`src/rtl/pw_pkg.sv`:
```
// Package pw_pkg
// Shared types for the phase pulse width timer. Holds the phase enum used by
// the sequencer and observed by the top module.
package pw_pkg;
    typedef enum logic [1:0] {
        PH_IDLE   = 2'd0,
        PH_FIRST  = 2'd1,
        PH_SECOND = 2'd2
    } ph_e;
endpackage

```
`src/rtl/pw_shadow.sv`:
```
// Module pw_shadow
// Buffers the configuration inputs. A snapshot is taken on every trigger. The
// effective outputs show the live inputs during a trigger cycle (so the
// sequencer can load at once) and the stored snapshot at all other times.
// Assumes trig is a single-cycle strobe sampled on the rising clock edge.
module pw_shadow #(
    parameter int W = 16
) (
    input  logic         clk,
    input  logic         rst_n,
    input  logic         trig,
    input  logic         tri_in,
    input  logic         dual_in,
    input  logic [W-1:0] a_in,
    input  logic [W-1:0] b_in,
    output logic         eff_tri,
    output logic         eff_dual,
    output logic [W-1:0] eff_a,
    output logic [W-1:0] eff_b
);
    logic         s_tri, s_dual;
    logic [W-1:0] s_a, s_b;

    // Purpose: capture the configuration snapshot on a trigger.
    always_ff @(posedge clk) begin
        if (!rst_n) begin
            s_tri  <= 1'b0;
            s_dual <= 1'b0;
            s_a    <= '0;
            s_b    <= '0;
        end else if (trig) begin
            s_tri  <= tri_in;
            s_dual <= dual_in;
            s_a    <= a_in;
            s_b    <= b_in;
        end
    end

    // Purpose: present the values that apply in this cycle.
    always_comb begin
        eff_tri  = trig ? tri_in  : s_tri;
        eff_dual = trig ? dual_in : s_dual;
        eff_a    = trig ? a_in    : s_a;
        eff_b    = trig ? b_in    : s_b;
    end
endmodule

```
`src/rtl/pw_counter.sv`:
```
// Module pw_counter
// Loadable down-counter in tick units. It flags expiry on the tick that
// consumes the last count. Assumes a load value of zero is never requested
// (the sequencer skips empty halves).
module pw_counter #(
    parameter int W = 16
) (
    input  logic         clk,
    input  logic         rst_n,
    input  logic         load,
    input  logic [W-1:0] load_val,
    input  logic         run,
    input  logic         tick,
    output logic         expire
);
    logic [W-1:0] cnt;

    // Purpose: load a new half-period length or count down on each tick.
    always_ff @(posedge clk) begin
        if (!rst_n) begin
            cnt <= '0;
        end else if (load) begin
            cnt <= load_val;
        end else if (run && tick && cnt != '0) begin
            cnt <= cnt - 1'b1;
        end
    end

    // Purpose: mark the tick that ends the current half.
    always_comb begin
        expire = run && tick && (cnt == {{(W-1){1'b0}}, 1'b1});
    end
endmodule

```
`src/rtl/pw_seq.sv`:
```
// Module pw_seq
// Phase sequencer. A trigger (highest priority) loads the first half, or the
// second half directly when the first is empty. Expiry of the first half in
// triangular mode moves on to the second half. Any other expiry returns to
// idle. Assumes the eff_* inputs come from pw_shadow.
module pw_seq
    import pw_pkg::*;
#(
    parameter int W = 16
) (
    input  logic         clk,
    input  logic         rst_n,
    input  logic         trig,
    input  logic         expire,
    input  logic         eff_tri,
    input  logic         eff_dual,
    input  logic [W-1:0] eff_a,
    input  logic [W-1:0] eff_b,
    output logic         load,
    output logic [W-1:0] load_val,
    output ph_e          phase
);
    ph_e          ph_nxt;
    logic [W-1:0] half2;

    // Purpose: choose the second-half length.
    always_comb begin
        half2 = eff_dual ? eff_b : eff_a;
    end

    // Purpose: next-phase and load decision.
    always_comb begin
        ph_nxt   = phase;
        load     = 1'b0;
        load_val = eff_a;
        if (trig) begin
            if (eff_a != '0) begin
                ph_nxt = PH_FIRST;
                load   = 1'b1;
            end else if (eff_tri && half2 != '0) begin
                ph_nxt   = PH_SECOND;
                load     = 1'b1;
                load_val = half2;
            end else begin
                ph_nxt = PH_IDLE;
            end
        end else if (expire) begin
            if (phase == PH_FIRST && eff_tri && half2 != '0) begin
                ph_nxt   = PH_SECOND;
                load     = 1'b1;
                load_val = half2;
            end else begin
                ph_nxt = PH_IDLE;
            end
        end
    end

    // Purpose: phase register.
    always_ff @(posedge clk) begin
        if (!rst_n) phase <= PH_IDLE;
        else        phase <= ph_nxt;
    end
endmodule

```
`src/rtl/phase_pw_timer.sv`:
```
// Module phase_pw_timer (top)
// One-shot pulse width timer for a single inverter phase. The pulse is 1
// whenever the sequencer is in a half-period. Assumes tick and trig are
// synchronous to clk.
module phase_pw_timer
    import pw_pkg::*;
#(
    parameter int W = 16
) (
    input  logic         clk,
    input  logic         rst_n,
    input  logic         tick,
    input  logic         trig,
    input  logic         tri_mode,
    input  logic         dual_sel,
    input  logic [W-1:0] width_a,
    input  logic [W-1:0] width_b,
    output logic         pulse
);
    logic         eff_tri, eff_dual, load, expire;
    logic [W-1:0] eff_a, eff_b, load_val;
    ph_e          phase;

    pw_shadow #(.W(W)) u_shadow (
        .clk(clk), .rst_n(rst_n), .trig(trig),
        .tri_in(tri_mode), .dual_in(dual_sel), .a_in(width_a), .b_in(width_b),
        .eff_tri(eff_tri), .eff_dual(eff_dual), .eff_a(eff_a), .eff_b(eff_b)
    );

    pw_counter #(.W(W)) u_cnt (
        .clk(clk), .rst_n(rst_n), .load(load), .load_val(load_val),
        .run(phase != PH_IDLE), .tick(tick), .expire(expire)
    );

    pw_seq #(.W(W)) u_seq (
        .clk(clk), .rst_n(rst_n), .trig(trig), .expire(expire),
        .eff_tri(eff_tri), .eff_dual(eff_dual), .eff_a(eff_a), .eff_b(eff_b),
        .load(load), .load_val(load_val), .phase(phase)
    );

    // Purpose: drive the phase pulse from the sequencer state.
    always_comb begin
        pulse = (phase != PH_IDLE);
    end
endmodule

```
`config.mk`:
```
export PLATFORM = sky130hd
export DESIGN_NAME = phase_pw_timer
export DESIGN_NICKNAME = d
export VERILOG_FILES = /design/src/rtl/pw_pkg.sv /design/src/rtl/pw_shadow.sv /design/src/rtl/pw_counter.sv /design/src/rtl/pw_seq.sv /design/src/rtl/phase_pw_timer.sv
export SDC_FILE = /design/constraint.sdc
export NUM_CORES = 1
export LEC_CHECK = 0
export ABC_AREA = 1
export ABC_CLOCK_PERIOD_IN_PS = 2500
export BUFFER_PORTS_ARGS = -buffer_cell sky130_fd_sc_hd__buf_2
export CORE_ASPECT_RATIO = 0.8
export CORE_UTILIZATION = 55
export DETAILED_ROUTE_END_ITERATION = 8
export PLACE_DENSITY = 0.81
export SETUP_SLACK_MARGIN = 0.02
export SLEW_MARGIN = 5
export SYNTH_ARGS = -nofsm -noshare
export SYNTH_HDL_FRONTEND = slang
export SYNTH_SLANG_ARGS = --single-unit
```
`constraint.sdc`:
```
create_clock -name clk -period 2.5 [get_ports clk]
set_input_delay 0 -clock clk [delete_from_list [all_inputs] [get_ports clk]]
set_output_delay 0 -clock clk [all_outputs]
set_load 0.005 [all_outputs]
```
==> insert_results.sql <==
INSERT INTO impl_metrics (metric_group, metric, value, unit) VALUES
('placed_design', 'preCtsSetupSlack', '0.2545', 'ns'),
('grt', 'grt_max_degree', '25', ''),
('detailed_routing', 'drtPass1Iterations', '7', ''),
('timing', 'rsz0062_at_grt', 'false', ''),
('power_and_ir_drop', 'power.total', '1.963', 'mW'),
('detailed_routing', 'detailroute.via_count', '3338', ''),
('timing', 'worst_pin_slew', '0.5290', 'ns'),
('critical_path', 'crit_arrival', '2.39', 'ns'),
('timing', 'relSlewSlack', '64.70', '%'),
('cts', 'worst_skew_pair.late_latency', '0.31', 'ns'),
('power_and_ir_drop', 'power_density', '547.0', 'nW/um2'),
('timing', 'drv_slew', '0', ''),
('layout', 'layout.area.seq', '1041', 'um2'),
('layout', 'footprint_of_the_multi_input_gates', '1777', 'um2'),
('placed_design', 'placement.cell_area', '3337', 'um2'),
('grt', 'grt_antenna_before_repair', '0', ''),
('layout', 'n_fill_cell', '519', ''),
('critical_path', 'worst_ep_required_time', '2.70', 'ns'),
('layout', 'syn_to_final_growth', '14.44', '%'),
('floorplan', 'floorplan.initialDensity', '57.39', '%'),
('power_and_ir_drop', 'p_leak', '1.877', 'nW'),
('synth', 'syn-mean-instance-area', '6.032', 'um2'),
('outcome', 'outcome', 'complete, no violations', ''),
('synth', 'netlist_area', '3137', 'um2'),
('critical_path', 'critical_path.reg2reg.startpoint', 'u_shadow.s_dual', ''),
('grt', 'grt_first_pass_wirelength', '13560', 'um'),
('timing', 'finalHoldViolCount', '0', ''),
('synth', 'synth_seq_area_share', '33.19', '%'),
('critical_path', 'critical_path_depth', '14', ''),
('layout', 'finalCoreUtilization', '65.68', '%'),
('synth', 'dominant_combinational_cell_family_by_area_after_synthesis', 'simple AND/OR/NAND/NOR gates', ''),
('grt', 'grt_pass1_vias', '3002', ''),
('critical_path', 'critical_path.top_delay_family', 'simple AND/OR/NAND/NOR gates', ''),
('synth', 'postSynthCellCount', '520', ''),
('detailed_routing', 'postRouteAntennaNets', '0', ''),
('critical_path', 'worstRegToRegCells', '14', ''),
('floorplan', 'die_height', '69.55', 'um'),
('synth', 'yosysWarningCount', '0', ''),
('critical_path', 'worstPathMaxFanout', '19', ''),
('timing', 'timing.final.crit_period', '2.196', 'ns'),
('synth', 'synth.top_cell.area_share', '33.19', '%'),
('layout', 'mostFrequentLayoutCell', 'nand2_1', ''),
('flow_run', 'max_cap_violations', '0', ''),
('floorplan', 'coreArea', '5465', 'um2'),
('timing', 'final_critical_path_setup_slack', '0.3037', 'ns'),
('synth', 'synth.distinct_cells', '29', ''),
('cts', 'post_cts_buffers', '0', ''),
('synth', 'compound_gate_fraction_of_synth_area', '12.41', '%'),
('synth', 'synth_fp_nets', '561', ''),
('cts', 'clock_tree.root_cell', 'clkbuf_8', ''),
('placed_design', 'portBuffers', '38', ''),
('min_path', 'timing.hold.worst_path_depth', '5', ''),
('critical_path', 'path_buf_inv', '1', ''),
('detailed_routing', 'wirelength', '8231', 'um'),
('layout', 'finalNonFillerCells', '648', ''),
('min_path', 'min-delay-start', 'width_a[9]', ''),
('layout', 'antenna-diode-count', '0', ''),
('detailed_routing', 'drc', '0', ''),
('cts', 'cts_buf_count', '5', ''),
('placed_design', 'place.detailed.hpwl', '5964', 'um'),
('timing', 'clock.fmax', '0.4553', 'GHz'),
('critical_path', 'crit_start', 'u_shadow.s_dual', ''),
('min_path', 'holdCritPathClass', 'primary input to flop', ''),
('layout', 'postLayoutCellArea', '3590', 'um2'),
('critical_path', 'worst_path_cell_with_the_longest_stage_delay', 'dfxtp_1', ''),
('synth', 'synth_area_leaders', 'dfxtp_1, nand2_1, nor2_1', ''),
('critical_path', 'path_common_cell', 'nand2_1', ''),
('timing', 'timing.setup.tns', '0', 'ns'),
('power_and_ir_drop', 'vdd_ir_drop_max', '0.2785', 'mV'),
('critical_path', 'criticalPathCategory', 'flop to flop', ''),
('synth', 'synth_seq_cells', '52', '');
## synthesized netlist by cell type, drive strengths merged
master  number
a21oi       34
buf         15
clkbuf       6
dfxtp       52
ha           3
inv         43
mux2i        2
nand2      239
nand3       13
nand3b       2
nand4        2
nor2        55
nor3         2
o211ai       3
o21ai       37
or2          5
xnor2        3
xor2         4
## flip-flops by register name (all words and copies together) (netlist names)
signal,count
u_cnt.cnt,16
u_shadow.s_b,16
u_shadow.s_dual,1
u_shadow.s_a,16
u_seq.phase,2
u_shadow.s_tri,1
## where the power goes
part	internal, mW	total, mW	switching, mW
clock	0.227	0.510	0.283
sequential	0.889	0.926	0.0368
combinational	0.196	0.527	0.331
## what timing repair did
item,4_1_cts,5_1_grt
hold endpoints to repair,16,0
setup endpoints to repair,0,3
hold buffers,16,0
gates resized for setup,0,1
## layout make-up
cell class | instances | area share [%]
clock buffers | 8 | 2.510
repair buffers | 63 | 11.64
multi-input cells | 404 | 49.49
well taps | 78 | 2.719
inverters | 43 | 4.636
flip-flops and latches | 52 | 29.00
## path summary, 6_finish.rpt
path	end	slack (ns)
setup / recovery	u_cnt.cnt[11]	0.30
hold / removal	u_shadow.s_a[9]	0.02
setup reg to reg	u_cnt.cnt[11]	0.30
hold reg to reg	u_shadow.s_b[2]	0.48
## per-layer routing
metal	global-route usage (%)	vias to the layer above	share of wire, %
li1	-	1713	-
met1	40.58	1469	48
met2	43.83	133	43
met3	5.714	23	6.6
met4	8.704	0	1.9
met5	0	-	0
## tightest hold or removal path, cell delays in order
cell and delay, ns:
buf_2 0.08, inv_1 0.03, nand2_1 0.05, nand2_1 0.06
nor2_1 0.07
## cell families (layout without fill, tap and decap cells)
logic type,Yosys count,count (layout)
mux,2,2
xor+xnor,7,7
compound gates,74,74
fa+ha+maj,3,3
flops,52,52
buf+inv,64,114
simple gates,318,318
No activity file was read; power rests on OpenSTA's default activity.
